$ cat config.mk
export PLATFORM = sky130hd
export DESIGN_NAME = fir_cell_array
export DESIGN_NICKNAME = d
export VERILOG_FILES = /design/src/rtl/fir_pkg.sv /design/src/rtl/fir_coef_stage.sv /design/src/rtl/fir_mac_cell.sv /design/src/rtl/fir_cell_array.sv
export SDC_FILE = /design/constraint.sdc
export NUM_CORES = 2
export LEC_CHECK = 0
export ABC_AREA = 0
export BUFFER_PORTS_ARGS = -buffer_cell sky130_fd_sc_hd__buf_2
export CAP_MARGIN = 20
export CORE_AREA = 2 2 319 353
export DETAILED_ROUTE_END_ITERATION = 10
export DIE_AREA = 0 0 321 355
export GPL_ROUTABILITY_DRIVEN = 1
export GPL_TIMING_DRIVEN = 0
export HOLD_SLACK_MARGIN = 0.1
export PLACE_DENSITY = 0.66
export SLEW_MARGIN = 15
export SYNTH_ARGS = -nofsm -noshare
export SYNTH_HDL_FRONTEND = slang
export SYNTH_SLANG_ARGS = --single-unit
$ cat constraint.sdc
create_clock -name clk -period 12.4 [get_ports clk]
set_input_delay 1.24 -clock clk [delete_from_list [all_inputs] [get_ports clk]]
set_output_delay 1.24 -clock clk [all_outputs]
set_load 0.05 [all_outputs]
$ cat src/rtl/fir_pkg.sv
package fir_pkg;
  typedef enum logic [1:0] {
    CLR_ALL  = 2'b00,
    CLR_ONE  = 2'b01,
    CLR_REGS = 2'b10,
    CLR_NONE = 2'b11
  } clr_code_e;
endpackage

$ cat src/rtl/fir_coef_stage.sv
module fir_coef_stage #(
  parameter int DW      = 9,
  parameter int DEC_MAX = 3,
  parameter int SEL_W   = 2
) (
  input  logic             clk,
  input  logic             rst_n,
  input  logic             shift,
  input  logic             clr,
  input  logic [SEL_W-1:0] dec_sel,
  input  logic [DW-1:0]    c_in,
  output logic [DW-1:0]    c_q,
  output logic [DW-1:0]    c_next
);
  logic [DW-1:0] dly [DEC_MAX];

  always_ff @(posedge clk or negedge rst_n) begin
    if (!rst_n) begin
      c_q <= '0;
      for (int k = 0; k < DEC_MAX; k++) dly[k] <= '0;
    end else if (clr) begin
      c_q <= '0;
      for (int k = 0; k < DEC_MAX; k++) dly[k] <= '0;
    end else if (shift) begin
      c_q    <= c_in;
      dly[0] <= c_q;
      for (int k = 1; k < DEC_MAX; k++) dly[k] <= dly[k-1];
    end
  end

  // tap chosen by the decimation select
  always_comb begin
    c_next = c_q;
    for (int k = 0; k < DEC_MAX; k++)
      if (dec_sel == SEL_W'(k + 1)) c_next = dly[k];
  end

  p_shift_r2: assert property (@(posedge clk) disable iff (!rst_n)
    (shift && !clr) |=> (c_q == $past(c_in)));
  p_hold_r2: assert property (@(posedge clk) disable iff (!rst_n)
    (!shift && !clr) |=> $stable(c_q));
  p_dly_r3: assert property (@(posedge clk) disable iff (!rst_n)
    (shift && !clr) |=> (dly[0] == $past(c_q)));
  p_clear_r10: assert property (@(posedge clk) disable iff (!rst_n)
    clr |=> (c_q == '0 && dly[0] == '0));
endmodule

$ cat src/rtl/fir_mac_cell.sv
module fir_mac_cell #(
  parameter int DW = 9,
  parameter int AW = 26
) (
  input  logic          clk,
  input  logic          rst_n,
  input  logic          ld,
  input  logic [DW-1:0] din,
  input  logic [DW-1:0] c,
  input  logic          clr_regs,
  input  logic          clr_acc,
  output logic [AW-1:0] acc_q
);
  localparam int PW = 2 * DW;

  logic [DW-1:0]        x_q;
  logic signed [PW-1:0] prod;
  logic [AW-1:0]        prod_ext;

  assign prod     = $signed(x_q) * $signed(c);
  assign prod_ext = {{(AW-PW){prod[PW-1]}}, prod};

  always_ff @(posedge clk or negedge rst_n) begin
    if (!rst_n)        x_q <= '0;
    else if (clr_regs) x_q <= '0;
    else if (ld)       x_q <= din;
  end

  always_ff @(posedge clk or negedge rst_n) begin
    if (!rst_n)       acc_q <= '0;
    else if (clr_acc) acc_q <= '0;
    else              acc_q <= acc_q + prod_ext;
  end

  p_load_x_r1: assert property (@(posedge clk) disable iff (!rst_n)
    (ld && !clr_regs) |=> (x_q == $past(din)));
  p_x_hold_r1: assert property (@(posedge clk) disable iff (!rst_n)
    (!ld && !clr_regs) |=> $stable(x_q));
  p_clr_acc_r6: assert property (@(posedge clk) disable iff (!rst_n)
    clr_acc |=> (acc_q == '0));
  p_clr_x_r10: assert property (@(posedge clk) disable iff (!rst_n)
    clr_regs |=> (x_q == '0));
endmodule

$ cat src/rtl/fir_cell_array.sv
module fir_cell_array #(
  parameter int N_CELLS = 8,
  parameter int DW      = 9,
  parameter int AW      = 26,
  parameter int DEC_MAX = 3
) (
  input  logic                         clk,
  input  logic                         rst_n,
  input  logic [DW-1:0]                din,
  input  logic                         din_vld,
  input  logic [DW-1:0]                cin,
  input  logic                         cin_vld,
  input  logic [$clog2(DEC_MAX+1)-1:0] dec_sel,
  input  logic [1:0]                   clr_code,
  input  logic [$clog2(N_CELLS)-1:0]   acc_sel,
  input  logic                         cout_en,
  output logic [AW-1:0]                acc_out,
  output logic [DW-1:0]                cout
);
  import fir_pkg::*;
  localparam int SEL_W  = $clog2(DEC_MAX + 1);
  localparam int ADDR_W = $clog2(N_CELLS);

  clr_code_e     code;
  logic          clr_regs;
  logic [DW-1:0] c_cell [N_CELLS];
  logic [DW-1:0] c_link [N_CELLS];
  logic [AW-1:0] acc_all [N_CELLS];

  assign code     = clr_code_e'(clr_code);
  assign clr_regs = (code == CLR_ALL) || (code == CLR_REGS);

  for (genvar i = 0; i < N_CELLS; i++) begin : g_cell
    logic [DW-1:0] c_src;
    logic          clr_acc;
    if (i == 0) begin : g_head
      assign c_src = cin;
    end else begin : g_body
      assign c_src = c_link[i-1];
    end
    assign clr_acc = (code == CLR_ALL) ||
                     ((code == CLR_ONE) && (acc_sel == ADDR_W'(i)));

    fir_coef_stage #(.DW(DW), .DEC_MAX(DEC_MAX), .SEL_W(SEL_W)) u_stage (
      .clk(clk), .rst_n(rst_n), .shift(cin_vld), .clr(clr_regs),
      .dec_sel(dec_sel), .c_in(c_src), .c_q(c_cell[i]), .c_next(c_link[i]));

    fir_mac_cell #(.DW(DW), .AW(AW)) u_mac (
      .clk(clk), .rst_n(rst_n), .ld(din_vld), .din(din), .c(c_cell[i]),
      .clr_regs(clr_regs), .clr_acc(clr_acc), .acc_q(acc_all[i]));
  end

  assign acc_out = acc_all[acc_sel];
  assign cout    = cout_en ? c_link[N_CELLS-1] : '0;

  p_cout_gate_r4: assert property (@(posedge clk) disable iff (!rst_n)
    !cout_en |-> (cout == '0));
  p_sel_clear_r7: assert property (@(posedge clk) disable iff (!rst_n)
    (clr_code == 2'b01) ##1 $stable(acc_sel) |-> (acc_out == '0));
  p_all_clear_r6: assert property (@(posedge clk) disable iff (!rst_n)
    (clr_code == 2'b00) |=> (acc_out == '0 && cout == '0));
endmodule

# After elaboration in Yosys (flattened, before gate mapping)
# Index checks and enable logic that the tools add are counted.
[op_classes]
addsub = 8
multipliers = 8
n_lt_le_gt_ge = 1
eq_ne = 12
mux = 70
bitwise = 1
reduce_logical = 21
[op_table]
columns = ["op", "count"]
rows = [
  ["$mux 27", 16],
  ["$mux 9", 43],
  ["$mux 26", 10],
  ["$add 26x26->26", 8],
  ["$mul 9x9->18", 8],
  ["$bmux 26 s3", 1],
  ["$eq 3x3->1 const B", 4],
  ["$logic_or 1x1->1", 9],
  ["$logic_and 1x1->1", 8],
  ["$eq 2x2->1 const B", 3],
  ["$eq 3x2->1 const B", 2],
  ["$eq 2x1->1 const B", 2],
  ["$ge 4x4->1 const B", 1],
  ["$not 3->4", 1],
  ["$reduce_bool 2->1", 2],
  ["$eq 3x1->1 const B", 1],
  ["$logic_not 3->1", 1],
  ["$logic_not 2->1", 1],
]
[totals]
reg_bits = 505
out_inout_bits = 35

# Logic depth before layout (Yosys ltp)
[logic_depth]
depth_word = 6
depth_mapped = 33

# By module
# From an unflattened synthesis, not the netlist that was laid out.
[hier_totals]
hier_cells = 5914
area_unflattened_um2 = 58269.6
[modules_own_cells]
columns = ["module", "instances", "cells_per_inst", "area_each_um2", "seq_area_each_um2"]
rows = [
  ["fir_coef_stage", 8, 127, 1679.1, 900.9],
  ["fir_mac_cell (g_cell[5].u_mac ...)", 2, 592, 5417.7, 875.8],
  ["fir_mac_cell (g_cell[2].u_mac ...)", 2, 593, 5410.2, 875.8],
  ["fir_mac_cell (g_cell[1].u_mac)", 1, 580, 5430.2, 875.8],
  ["fir_mac_cell (g_cell[7].u_mac)", 1, 577, 5368.9, 875.8],
  ["fir_mac_cell (g_cell[0].u_mac)", 1, 565, 5258.8, 875.8],
  ["fir_mac_cell (g_cell[4].u_mac)", 1, 559, 5237.5, 875.8],
  ["fir_cell_array", 1, 247, 1885.6, 0.0],
]

# Worst setup path before layout
# No wires, ideal clock.
[synth_path]
path_kind = "register to register"
start = "reg g_cell[3].u_mac.x_q[7] (netlist name)"
end = "reg g_cell[2].u_mac.acc_q[24]"
setup_ns = 0.132
arrival_time_ns = 6.751
required_ns = 12.268
slack_ns = 5.517
stages_incl_launch_ff = 32
path_buffers = 2
synth_period_minus_slack_ns = 6.883
cell_sequence = "dfrtp_1 > clkbuf_1 > clkbuf_1 > nand2_1 > fa_1 > inv_1 > fa_1 > inv_1 > fa_1 > inv_1 > fa_1 > ha_1 > ha_1 > a21oi_1 > o21bai_1 > a21oi_1 > nor2b_1 > o21a_1 > o21a_1 > o21a_1 > o211ai_1 > xnor2_1 > ha_1 > a21o_1 > a21o_1 > nor2_1 > o31a_1 > o21ai_1 > or4_1 > a31oi_1 > xor2_1 > nor2_1"
[synth_lines]
columns = ["element", "line", "text"]
rows = [
  ["to (signal assigned)", "fir_mac_cell.sv:32", "else acc_q <= acc_q + prod_ext;"],
  ["to (decl)", "fir_mac_cell.sv:12", "output logic [AW-1:0] acc_q"],
]

# Final worst setup path
[layout_path]
start = "reg g_cell[3].u_mac.x_q[8]"
end = "reg g_cell[3].u_mac.acc_q[24]"
[layout_via]
elab_chain_len = 3
[layout_lines]
columns = ["element", "line", "text"]
rows = [
  ["from (decl)", "fir_mac_cell.sv:16", "logic [DW-1:0] x_q;"],
  ["from (signal assigned)", "fir_mac_cell.sv:26", "else if (ld) x_q <= din;"],
  ["$mul 9x9->18", "fir_mac_cell.sv:20", "assign prod = $signed(x_q) * $signed(c);"],
  ["$add 26x26->26", "fir_mac_cell.sv:32", ""],
  ["$mux 26", "fir_mac_cell.sv:31", "else if (clr_acc) acc_q <= '0;"],
  ["to (signal assigned)", "fir_mac_cell.sv:32", ""],
  ["to (decl)", "fir_mac_cell.sv:12", ""],
]
# No other way between the ends.
# A chain may end at the register's enable or synchronous reset.

==> qor.csv <==
metric;value;unit
Die H;355;um
largest net degree at the start of global routing;106;
wire length per cell;21.5;um
drt first-iter violations;2297;
worst path arrival time;9.55;ns
worst hold path class;input pin to asynchronous set/reset pin;
Area contributors post-synth;dfrtp_1 (23%), fa_1 (21%), ha_1 (12%);
max-cap violation count;0;
met1 usage;0.359;
Routed Antenna Nets;0;
first-pass GRT wire length;236000;um
vias per cell;5.62;
layout cell share with drive strength beyond 1;0.0651;
Post-CTS Setup Repair Bufs;0;
total wire length;151000;um
syn nets;6523;
Pleak;30.5;nW
outcome;finished, final reports clean;
Max clock buf depth;3;
Required @ worst endpoint;12.91;ns
CTS Sinks;505;
later-pin clock latency in the skew report;0.65;ns
unique cell type count in the Yosys netlist;80;
FMAX;0.111;GHz
setup TNS;0;ns
synthesis-stage register bit count;505;
Remaining DRCs;0;
area leader, netlist;dfrtp_1;
vias in the first global route;40800;
clk slew on worst S/H paths;0.06;ns
CTS Buf Count;55;
CTS hold repair buffers;0;
hpwl dp;122000;um
Fin Hold WS;0.517;ns
# rows;128;
met3 usage in global routing;0.0369;
IO Pins;65;
core area;110000;um^2
H-tree depth;2;
Synth Flop Type;dfrtp_1;
setup violators final;0;
Worst setup SP type;flop;
Pwr Density;74.8;nW/um^2
CTS tree;yes;
Hold Fails Final Rpt;0;
Post-synth EDFFs;0;
number of fill cells;9808;
die area;114000;um^2
port bufs;57;
peak supply drop;0.000101;V
gpl congestion;0.928;
syn_area_per_cell;10.1;um^2
Initial Utilization;0.497;
Final period util;0.729;
CP cell instances;clkbuf_1 > clkbuf_1 > clkbuf_1 > nand2_1 > fa_1 > fa_1 > inv_1 > fa_1 > fa_1 > ha_1 > ha_1 > a2111oi_4 > nor3_1 > a41o_1 > o41ai_4 > xnor2_1 > ha_1 > and3_1 > a21oi_1 > o211ai_1 > a21oi_1 > o21ai_1 > mux2_1;
warnings from Yosys;0;
Worst setup EP type;flop;
Finished Core Util;0.536;
fin crit period;9.03;ns
GR Util met2;0.448;
slew margin rel.;0.230;
gr busiest metal;met2;
CTS root buf;clkbuf_16;
crit-path max FO;10;
Max Slew Vio Count;0;
Mapped Area;54800;um^2
CP Class;flop to flop;
commonest non-fill, non-tap cells in the layout;inv_1 (627), fa_1 (568), ha_1 (512);
TritonRoute pass-1 iters;5;
worst slew pin tran;1.15;ns
commonest non-fill, non-tap cell in the layout;inv_1;
Most common cell on crit path;fa_1;
GRT overflow;0;
RSZ-0062 raised after global routing;no;
GRT Total Usage;0.270;
Finished Cell Area;59000;um^2
share of flip-flops with an asynchronous set or reset;1.00;
fin nets;6647;
Pwr Total;0.00441;W
slowest CP cell;clkbuf_1;
Syn-to-layout area delta;7.72;%
Vias;39400;
Syn Inst Count;5413;
share of the synthesized area in the top cell type;0.231;
Crit path largest cell delay;0.85;ns
sequential fraction of the synthesis area;0.231;
Post-CTS Resized;0;
Clock Skews;0.0196;ns
dpl cell area;57100;um^2
die width;321;um
antenna violations before repair;7;
==> metrics by stage <==
| stage | setup WS, ns | std cells |
|---|---|---|
| global route | 2.99 | 7011 |
| global placement | -1.02 | 6900 |
| detailed placement | 3.55 | 6907 |
| floorplan | 5.52 | 5413 |
| finish | 3.37 | 7013 |
| CTS | 3.49 | 7007 |
==> worst paths after layout <==
check,start,end,slack [ns],depth (start not counted)
worst max-delay path,g_cell[3].u_mac.x_q[8],g_cell[3].u_mac.acc_q[24],3.37,23
worst min-delay path,rst_n,g_cell[1].u_mac.acc_q[20],0.52,1
worst max register to register,g_cell[3].u_mac.x_q[8],g_cell[3].u_mac.acc_q[24],3.37,23
worst min register to register,g_cell[7].u_stage.dly[4],g_cell[7].u_stage.dly[4],0.54,2
max in group asynchronous,rst_n,g_cell[4].u_stage.c_q[7],9.62,5
min in group clk,g_cell[7].u_stage.dly[4],g_cell[7].u_stage.dly[4],0.54,2
==> cell usage after synthesis, types with 19 or more instances <==
cell type and number:
inv_1 627, fa_1 568, ha_1 512, dfrtp_1 505, nor2b_1 413, nand2_1 373, mux2i_1 297, nor2_1 286
and2_1 282, clkbuf_1 210, xnor2_1 203, a21oi_1 186, mux4_2 124, xor2_1 104, a21o_1 86, o21ai_0 79
o21a_1 66, nor3_1 58, buf_1 46, nand2b_1 44, mux2_2 34, nand3_1 25, a211oi_1 24, o21bai_1 24
o21ai_1 21, or3_1 20, a31oi_1 19
==> sequential cells by signal, indices dropped and copies added (netlist names) <==
name / count
g_cell.u_mac.x_q: 9
g_cell.u_mac.acc_q: 208
g_cell.u_stage.dly: 216
g_cell.u_stage.c_q: 72
==> metal layers <==
layer | vias up | wire length (um) | share of wire
met5 | - | 16 | 0.00011
met1 | 20200 | 63800 | 0.42
li1 | 18000 | - | -
met2 | 969 | 72300 | 0.48
met3 | 253 | 7910 | 0.053
met4 | 2 | 6660 | 0.044
==> power by group <==
part	total [W]	switching (W)	internal, W
Sequential	0.00177	0.0000578	0.00171
Clock	0.00175	0.000729	0.00102
Combinational	0.000902	0.000565	0.000337
Total	0.00441	0.00135	0.00306
==> cell type report <==
type | instances | area, um^2 | share of cell area
clock buffers | 74 | 1580 | 0.0267
well taps | 1430 | 1790 | 0.0303
multi-input cells | 4019 | 38900 | 0.658
repair buffers | 67 | 489 | 0.00829
diodes | 3 | 7.51 | 0.000127
plain buffers | 262 | 991 | 0.0168
inverters | 627 | 2350 | 0.0399
clock inverters | 26 | 322 | 0.00545
flip-flops and latches | 505 | 12600 | 0.214
==> critical path: cells and delay by family, from the launching register on <==
family / cells / cell delay (ns)
buffers and inverters: 4 / 2.24
AND/OR/NAND/NOR: 3 / 0.48
adder cells (fa/ha/maj): 7 / 3.25
XOR/XNOR: 1 / 0.43
multiplexers: 1 / 0.32
AO/OA/AOI/OAI: 7 / 1.85
flip-flops: 1 / 0.33
==> cell families (layout without fill, tap and decap cells) <==
| family | Yosys count | after routing | synth area share |
|---|---|---|---|
| AO/OA/AOI/OAI | 604 | 604 | 0.0737 |
| other | 0 | 3 | 0 |
| adder cells (fa/ha/maj) | 1080 | 1080 | 0.324 |
| flip-flops | 505 | 505 | 0.231 |
| multiplexers | 456 | 456 | 0.112 |
| AND/OR/NAND/NOR | 1571 | 1571 | 0.148 |
| buffers and inverters | 889 | 1056 | 0.0610 |
| XOR/XNOR | 308 | 308 | 0.0495 |
(Power assumes the default switching activity.)
